**config.mk**
```make
export PLATFORM = sky130hd
export DESIGN_NAME = cart_ram_mapper
export DESIGN_NICKNAME = d
export VERILOG_FILES = /design/src/rtl/cart_map_pkg.sv /design/src/rtl/cart_map_regs.sv /design/src/rtl/cart_map_decode.sv /design/src/rtl/cart_ram_mapper.sv
export SDC_FILE = /design/constraint.sdc
export NUM_CORES = 1
export LEC_CHECK = 0
export BUFFER_PORTS_ARGS = -buffer_cell sky130_fd_sc_hd__buf_2
export CAP_MARGIN = 20
export CELL_PAD_IN_SITES_DETAIL_PLACEMENT = 2
export CELL_PAD_IN_SITES_GLOBAL_PLACEMENT = 2
export CORE_MARGIN = 2
export CORE_UTILIZATION = 10
export DETAILED_ROUTE_END_ITERATION = 16
export HOLD_SLACK_MARGIN = 0.1
export MAX_ROUTING_LAYER = met4
export PLACE_DENSITY = 0.71
export SETUP_SLACK_MARGIN = 0.15
export SLEW_MARGIN = 20
export SYNTH_ARGS = -nofsm -noshare
export SYNTH_HDL_FRONTEND = slang
export SYNTH_SLANG_ARGS = --single-unit
```
**constraint.sdc**
```tcl
create_clock -name clk -period 0.8 [get_ports clk]
set_input_delay 0.16 -clock clk [delete_from_list [all_inputs] [get_ports clk]]
set_output_delay 0.16 -clock clk [all_outputs]
set_load 0.02 [all_outputs]
```
**src/rtl/cart_map_pkg.sv**
```systemverilog
package cart_map_pkg;

   // Active-high view of the four device selects
   typedef struct packed {
      logic rom;
      logic sram_lo;
      logic sram_hi;
      logic wram;
   } map_sel_t;

   // Window codes taken from the two top address bits
   typedef enum logic [1:0] {
      WIN_ROM0 = 2'b00,
      WIN_ROM1 = 2'b01,
      WIN_LOW  = 2'b10,
      WIN_HIGH = 2'b11
   } map_win_e;

endpackage

```
**src/rtl/cart_map_regs.sv**
```systemverilog
module cart_map_regs #(
   parameter int unsigned ADDR_W      = 16,
   parameter int unsigned DATA_W      = 8,
   parameter int unsigned IO_MATCH_W  = 8,
   parameter logic [ADDR_W-1:0] CTRL_ADDR = 16'hFFFC,
   parameter logic [ADDR_W-1:0] IO_PORT   = 16'h003E
) (
   input  logic              clk,
   input  logic              rst_n,
   input  logic [ADDR_W-1:0] bus_addr,
   input  logic [DATA_W-1:0] bus_data,
   input  logic              mreq_n,
   input  logic              iorq_n,
   input  logic              wr_n,
   output logic [DATA_W-1:0] ctrl_q,
   output logic [DATA_W-1:0] memctl_q
);

   localparam int unsigned IO_HI = IO_MATCH_W - 1;

   logic ctrl_hit;
   logic port_hit;
   logic ctrl_wr;
   logic port_wr;

   if (IO_MATCH_W == 0 || IO_MATCH_W > ADDR_W) begin : g_bad_io_w
      $error("IO_MATCH_W must be between 1 and ADDR_W");
   end

   assign ctrl_hit = (bus_addr == CTRL_ADDR);

   // Port decode: either the full address or only its low bits
   if (IO_MATCH_W == ADDR_W) begin : g_io_full
      assign port_hit = (bus_addr == IO_PORT);
   end else begin : g_io_part
      assign port_hit = (bus_addr[IO_HI:0] == IO_PORT[IO_HI:0]);
   end

   assign ctrl_wr = !mreq_n && !wr_n && ctrl_hit;
   assign port_wr = !iorq_n && mreq_n && !wr_n && port_hit;

   always_ff @(posedge clk or negedge rst_n) begin
      if (!rst_n) begin
         ctrl_q <= '0;
      end else if (ctrl_wr) begin
         ctrl_q <= bus_data;
      end
   end

   always_ff @(posedge clk or negedge rst_n) begin
      if (!rst_n) begin
         memctl_q <= '0;
      end else if (port_wr) begin
         memctl_q <= bus_data;
      end
   end

   // mapper register takes the written byte
   a_r7_ctrl_load: assert property (@(posedge clk) disable iff (!rst_n)
      (!mreq_n && !wr_n && bus_addr == CTRL_ADDR) |=> (ctrl_q == $past(bus_data)));

   // no write strobe means no change
   a_r9_ctrl_hold: assert property (@(posedge clk) disable iff (!rst_n)
      (wr_n || mreq_n) |=> $stable(ctrl_q));

   a_r9_memctl_hold: assert property (@(posedge clk) disable iff (!rst_n)
      (wr_n || iorq_n) |=> $stable(memctl_q));

endmodule

```
**src/rtl/cart_map_decode.sv**
```systemverilog
module cart_map_decode
   import cart_map_pkg::*;
#(
   parameter int unsigned ADDR_W = 16
) (
   input  logic [ADDR_W-1:0] bus_addr,
   input  logic              mreq_n,
   input  logic              lo_en,
   input  logic              hi_en,
   input  logic              wram_dis,
   output map_sel_t          sel,
   output logic              sram_half
);

   localparam int unsigned TOP = ADDR_W - 1;

   if (ADDR_W < 2) begin : g_bad_addr_w
      $error("ADDR_W must be at least 2");
   end

   map_win_e win;

   assign win = map_win_e'(bus_addr[TOP -: 2]);

   always_comb begin
      sel = '0;
      if (!mreq_n) begin
         unique case (win)
            WIN_ROM0, WIN_ROM1: sel.rom = 1'b1;
            WIN_LOW:  sel.sram_lo = lo_en;
            WIN_HIGH: begin
               // Cartridge RAM here only once the internal RAM is off
               sel.sram_hi = hi_en && wram_dis;
               sel.wram    = !wram_dis;
            end
            default: sel = '0;
         endcase
      end
   end

   assign sram_half = (win == WIN_HIGH);

endmodule

```
**src/rtl/cart_ram_mapper.sv**
```systemverilog
module cart_ram_mapper
   import cart_map_pkg::*;
#(
   parameter int unsigned ADDR_W       = 16,
   parameter int unsigned DATA_W       = 8,
   parameter int unsigned IO_MATCH_W   = 8,
   parameter logic [ADDR_W-1:0] CTRL_ADDR = 16'hFFFC,
   parameter logic [ADDR_W-1:0] IO_PORT   = 16'h003E,
   parameter int unsigned LO_EN_BIT    = 3,
   parameter int unsigned HI_EN_BIT    = 4,
   parameter int unsigned WRAM_DIS_BIT = 4
) (
   input  logic              clk,
   input  logic              rst_n,
   input  logic [15:0]       bus_addr,
   input  logic [7:0]        bus_data,
   input  logic              mreq_n,
   input  logic              iorq_n,
   input  logic              rd_n,
   input  logic              wr_n,
   output logic              rom_cs_n,
   output logic              sram_lo_cs_n,
   output logic              sram_hi_cs_n,
   output logic              wram_cs_n,
   output logic              sram_a14
);

   if (ADDR_W != 16 || DATA_W != 8) begin : g_bad_bus
      $error("Bus ports are fixed at 16 address and 8 data bits");
   end
   if (LO_EN_BIT >= DATA_W || HI_EN_BIT >= DATA_W || WRAM_DIS_BIT >= DATA_W) begin : g_bad_bit
      $error("Enable bit index outside the data byte");
   end

   logic [DATA_W-1:0] ctrl_q;
   logic [DATA_W-1:0] memctl_q;
   map_sel_t          sel;
   logic              half;
   logic              rd_unused;

   assign rd_unused = rd_n;

   cart_map_regs #(
      .ADDR_W     (ADDR_W),
      .DATA_W     (DATA_W),
      .IO_MATCH_W (IO_MATCH_W),
      .CTRL_ADDR  (CTRL_ADDR),
      .IO_PORT    (IO_PORT)
   ) regs_i (
      .clk      (clk),
      .rst_n    (rst_n),
      .bus_addr (bus_addr),
      .bus_data (bus_data),
      .mreq_n   (mreq_n),
      .iorq_n   (iorq_n),
      .wr_n     (wr_n),
      .ctrl_q   (ctrl_q),
      .memctl_q (memctl_q)
   );

   cart_map_decode #(
      .ADDR_W (ADDR_W)
   ) dec_i (
      .bus_addr  (bus_addr),
      .mreq_n    (mreq_n),
      .lo_en     (ctrl_q[LO_EN_BIT]),
      .hi_en     (ctrl_q[HI_EN_BIT]),
      .wram_dis  (memctl_q[WRAM_DIS_BIT]),
      .sel       (sel),
      .sram_half (half)
   );

   assign rom_cs_n     = !sel.rom;
   assign sram_lo_cs_n = !sel.sram_lo;
   assign sram_hi_cs_n = !sel.sram_hi;
   assign wram_cs_n    = !sel.wram;
   assign sram_a14     = half;

   // never two devices at once
   a_r6_one_device: assert property (@(posedge clk) disable iff (!rst_n)
      $countones({!rom_cs_n, !sram_lo_cs_n, !sram_hi_cs_n, !wram_cs_n}) <= 1);

   // ROM only in the lower 32K under a memory request
   a_r2_rom_window: assert property (@(posedge clk) disable iff (!rst_n)
      !rom_cs_n |-> (!mreq_n && !bus_addr[15]));

   // upper SRAM only once the work RAM is disabled
   a_r4_hi_guard: assert property (@(posedge clk) disable iff (!rst_n)
      !sram_hi_cs_n |-> (memctl_q[WRAM_DIS_BIT] && ctrl_q[HI_EN_BIT]));

   // a disabled work RAM stays deselected
   a_r5_wram_off: assert property (@(posedge clk) disable iff (!rst_n)
      memctl_q[WRAM_DIS_BIT] |-> wram_cs_n);

   // SRAM half bit follows the selected window
   a_r8_half_hi: assert property (@(posedge clk) disable iff (!rst_n)
      !sram_hi_cs_n |-> sram_a14);

   a_r8_half_lo: assert property (@(posedge clk) disable iff (!rst_n)
      !sram_lo_cs_n |-> !sram_a14);

endmodule

```
; ---- Yosys cells after proc, flatten, opt, wreduce, memory -nomap -nowiden
; Cells that the tools add are included.
[word_totals]
reg_bits = 10
in_bits = 30
out_inout_bits = 5
wordCells = 27
[classes]
eq_ne = 5
muxes = 4
n_reduce_logical = 16
[op_table]
columns = op, count
row1 = "equality test 16 bit, second input constant", 1
row2 = "equality test 8 x 6 -> 1 bit, second input constant", 1
row3 = logical NOT 1 bit, 8
row4 = logical AND 1 bit, 6
row5 = "equality test 2 bit, second input constant", 2
row6 = 2-to-1 mux 4 bit, 1
row7 = "equality test 2 x 1 -> 1 bit, second input constant", 1
row8 = logical NOT 2 bit, 1
row9 = 2-to-1 mux 1 bit, 2
row10 = 2-to-1 mux 2 bit, 1
row11 = OR reduction 2 bit, 1

; ---- Logic depth before layout (Yosys ltp)
[logic_depth]
word_depth = 5
mapped_depth = 4
depth_no_buf = 4

; ---- Cells and area by module
; A second synthesis with hierarchy kept.
[unflattened]
cells_unflattened = 52
hier_area_um2 = 721.9
[by_module_without_submodules]
columns = module, instances, cells_per_inst, area_per_inst_um2, seq_area_each_um2
row1 = cart_map_regs, 1, 42, 663.1, 400.4
row2 = cart_map_decode, 1, 6, 43.8, 0.0
row3 = cart_ram_mapper, 1, 4, 15.0, 0.0

; ---- Least setup slack after synthesis
; Ideal clock, no wire load.
[synth_timing]
path_kind = input port to flip-flop
startpoint = input bus_addr[13]
endpoint = register regs_i.ctrl_q[3]
arrival_time_ns = 0.873
setup_slack_ns = -0.201
stages = 4
path_cell_list = nand4_1 > nor3b_2 > nand4_1 > mux2_1
[synth_between]
elab_chain_len = 2
[synth_lines]
columns = item, line_no
row1 = "start, declared", cart_ram_mapper.sv:15  ; input logic [15:0] bus_addr,
row2 = equality test 16 bit, cart_map_regs.sv:30  ; assign ctrl_hit = (bus_addr == CTRL_ADDR);
row3 = logical AND 1 bit, cart_map_regs.sv:39  ; assign ctrl_wr = !mreq_n && !wr_n && ctrl_hit;
row4 = "end signal, assigned", cart_map_regs.sv:46  ; ctrl_q <= bus_data;
row5 = "end, declared", cart_map_regs.sv:15  ; output logic [DATA_W-1:0] ctrl_q,
; Every way passes these cells.
; A chain may end at the register's enable or synchronous reset.

; ---- Final worst setup path
[layout_timing]
startpoint = register regs_i.memctl_q[4]
endpoint = output wram_cs_n
[layout_between]
elab_chain_len = 4
[layout_lines]
columns = item, line_no
row1 = "start, declared", cart_map_regs.sv:16  ; output logic [DATA_W-1:0] memctl_q
row2 = "start signal, assigned", cart_map_regs.sv:54  ; memctl_q <= bus_data;
row3 = logical NOT 1 bit, cart_map_decode.sv:34  ; sel.wram = !wram_dis;
row4 = 2-to-1 mux 2 bit, cart_map_decode.sv:28  ; unique case (win)
row5 = 2-to-1 mux 4 bit, cart_map_decode.sv:27  ; if (!mreq_n) begin
row6 = logical NOT 1 bit, cart_ram_mapper.sv:76  ; assign wram_cs_n = !sel.wram;
row7 = "end, declared", cart_ram_mapper.sv:24  ; output logic wram_cs_n,
; Every way passes these cells.

==> run_results.csv <==
group,metric,value,unit
status,status,"finished with violations",
status,violations,"negative setup slack",
grt,grt-ovfl-total,0,
floorplan,start_util,0.108,
critical_path,cpMaxStageDelayCell,"dfrtp_1",
critical_path,slowest_delay,370,ps
clocking,clockBufferDepth,2,
pwr,peakVddDrop,0.342,mV
placed_design,dp_hpwl,821,µm
grt,grt_pass1_wl,1860,µm
routing,drt-pass1-iter-count,1,
placed_design,pre_cts_slack,-379,ps
sta,setup_slack,-465,ps
floorplan,dieArea,2550,µm²
routing,drt_wl_total,1050,µm
routing,ant_nets,0,
layout,drive_gt1_frac,0.844,
placed_design,io_buffer_count,27,
synthesis,seq_area_frac_synth,0.347,
sta,drv_slew,0,
synthesis,synth_top_family_by_area,"simple AND/OR/NAND/NOR gates",
routing,vias,345,
synthesis,synth_fp_nets,51,
floorplan,rows,16,
sta,hold_viol,0,
pwr,switching_share,0.227,
routing,drc,0,
pwr,pwr-share-comb,0.335,
routing,drt-vias-per-instance,3.79,
sta,fin_skew,0,ps
placed_design,gp_congestion,0.660,
clocking,htreeDepth,1,
synthesis,synth_seq_cells,3,
pwr,power_switching,0.000141,W
sta,worstMarginPinSlew,211,ps
sta,rsz0062_at_grt,"yes",
run,drv_cap,0,
grt,grt_pass1_vias,398,
grt,grt_max_degree,5,
layout,n_antenna_cell,0,
synthesis,syn-cell-area,216,µm²
sta,min_period,1260,ps
sta,finalSetupTns,-1690,ps
layout,fin_area,683,µm²
sta,max_slew_margin,0.859,
grt,grt_use_total,0.102,
pwr,seqPwrFrac,0.247,
hold_path,min_path_type,"primary input to flop",
pwr,power-per-cell-area,911,nW/µm²
floorplan,coreArea,2000,µm²
clocking,cts_tree,"done",
synthesis,syn_avg_cell_area,10.3,µm²
synthesis,yosys_warnings,0,
critical_path,arrival,1100,ps
clocking,cts.sinks,3,
floorplan,die_y,50.5,µm
layout,final_nets,95,
critical_path,worst_setup_path_end_kind,"output pin",
synthesis,synth_xor_area_frac,0,
pwr,intPower,0.000481,W
grt,antenna_found_initial,0,
synthesis,synthMuxAreaShare,0.156,
synthesis,synthSimpleGateAreaFrac,0.480,
floorplan,io-pin-count,35,
pwr,power.leakage,0.333,nW
sta,timing.fmax,791,MHz
pwr,clkPwrFrac,0.418,
critical_path,path_class,"flop to output pin",
layout,areaGrowthSynthToFinish,216,%
synthesis,synth_compound_area_frac,0,
placed_design,place_area,468,µm²
floorplan,die_w,50.5,µm
clocking,path_clk_slew,40,ps
synthesis,synth_cell_type_count,15,
critical_path,crit_required,640,ps
sta,finalSetupViolations,8,
clocking,clk_latency,230,ps
critical_path,cp_max_fo,2,
critical_path,path_cells,"or3_4 > buf_6",
sta,fin_crit_sh,1.58,
critical_path,crit_path_start_kind,"flop",
synthesis,syn-instance-count,21,
routing,drt-initial-drc-count,0,
sta,fin_hold_ws,181,ps
clocking,root_buffer,"clkbuf_4",
synthesis,synth_adder_area_share,0,
routing,wl_per_cell,11.5,µm
clocking,numCtsBuffers,3,
==> through the flow <==
stage                     instances  utilization  power, W
after global placement           81        0.234  0.000287
after floorplan                  21            -  0.000192
after global routing             91        0.341  0.000672
after CTS                        89        0.316  0.000622
after detailed placement         81        0.234  0.000290
final                            91        0.341  0.000622
==> synth_stat cells <==
library cell  instances  area share
nor4b_1               1       0.040
nand4_1               3       0.087
nand4bb_1             1       0.052
or3_1                 1       0.029
nor3_4                1       0.075
inv_1                 1       0.017
dfrtp_1               3        0.35
nand2_1               1       0.017
or2_2                 1       0.029
and3_1                1       0.029
nor2_1                1       0.017
mux2_2                1       0.052
nor3b_2               1       0.058
nand3_1               2       0.046
mux2_1                2        0.10
==> cells by family after synthesis <==
logic type	Yosys count
simple gates	14
mux	3
flops	3
buf+inv	1
==> path summary, 6_finish.rpt <==
kind,startpoint,endpoint,slack [ps],depth (start not counted)
max in group asynchronous,rst_n,regs_i.ctrl_q[4],440,2
worst max-delay path,regs_i.memctl_q[4],wram_cs_n,-460,2
worst max register to register,regs_i.memctl_q[4],regs_i.memctl_q[4],-180,3
worst min register to register,regs_i.ctrl_q[4],regs_i.ctrl_q[4],530,1
worst min-delay path,bus_data[3],regs_i.ctrl_q[3],180,2
min in group asynchronous,rst_n,regs_i.memctl_q[4],260,2
==> final cells by class <==
cell class	instances	area [µm²]
Timing Repair Buffer	39	352
Sequential cell	3	75.1
Fill cell	218	1320
Tap cell	27	33.8
Multi-Input combinational cell	17	190
Clock buffer	4	26.3
Inverter	1	6.26
==> flip-flops by register name (all words and copies together) (netlist names) <==
register	count
regs_i.ctrl_q	2
regs_i.memctl_q	1
==> power groups by stage <==
| stage | Sequential [W] | Combinational [W] | Clock, W |
|---|---|---|---|
| after global routing | 0.000154 | 0.000225 | 0.000292 |
| after CTS | 0.000154 | 0.000193 | 0.000275 |
| after global placement | 0.000156 | 0.000131 | 0 |
| after floorplan | 0.000156 | 0.0000364 | 0 |
| after detailed placement | 0.000156 | 0.000134 | 0 |
| final | 0.000154 | 0.000208 | 0.000260 |
==> cells in the final DEF, fill, tap and decap left out, types with 2 or more instances in the layout <==
master	instances
buf_8	3
clkbuf_4	3
nand4_1	3
mux2_4	2
buf_4	6
buf_6	17
dfrtp_1	3
buf_2	12
==> metal layers <==
metal / vias up / track usage / wire [µm]
li1: 168 / - / -
met1: 163 / 0.0929 / 309
met4: 0 / 0.0405 / 0
met5: - / - / 0
met2: 14 / 0.184 / 653
met3: 0 / 0.0476 / 87
==> critical path, delay by kind of cell (launching register included) <==
| kind | cells | cell delay (ps) |
|---|---|---|
| buffers and inverters | 1 | 140 |
| and+or+nand+nor | 1 | 370 |
| DFF | 1 | 370 |
==> repair_timing <==
action | 4_1_cts | 5_1_grt
endpoints found under the hold margin | 3 | 0
gates resized for setup | 28 | 7
setup buffers | 3 | 2
endpoints found under the setup margin | 8 | 8
hold buffers | 1 | 0
pin swaps | 5 | 2
Power figures use the tool's default switching activity.
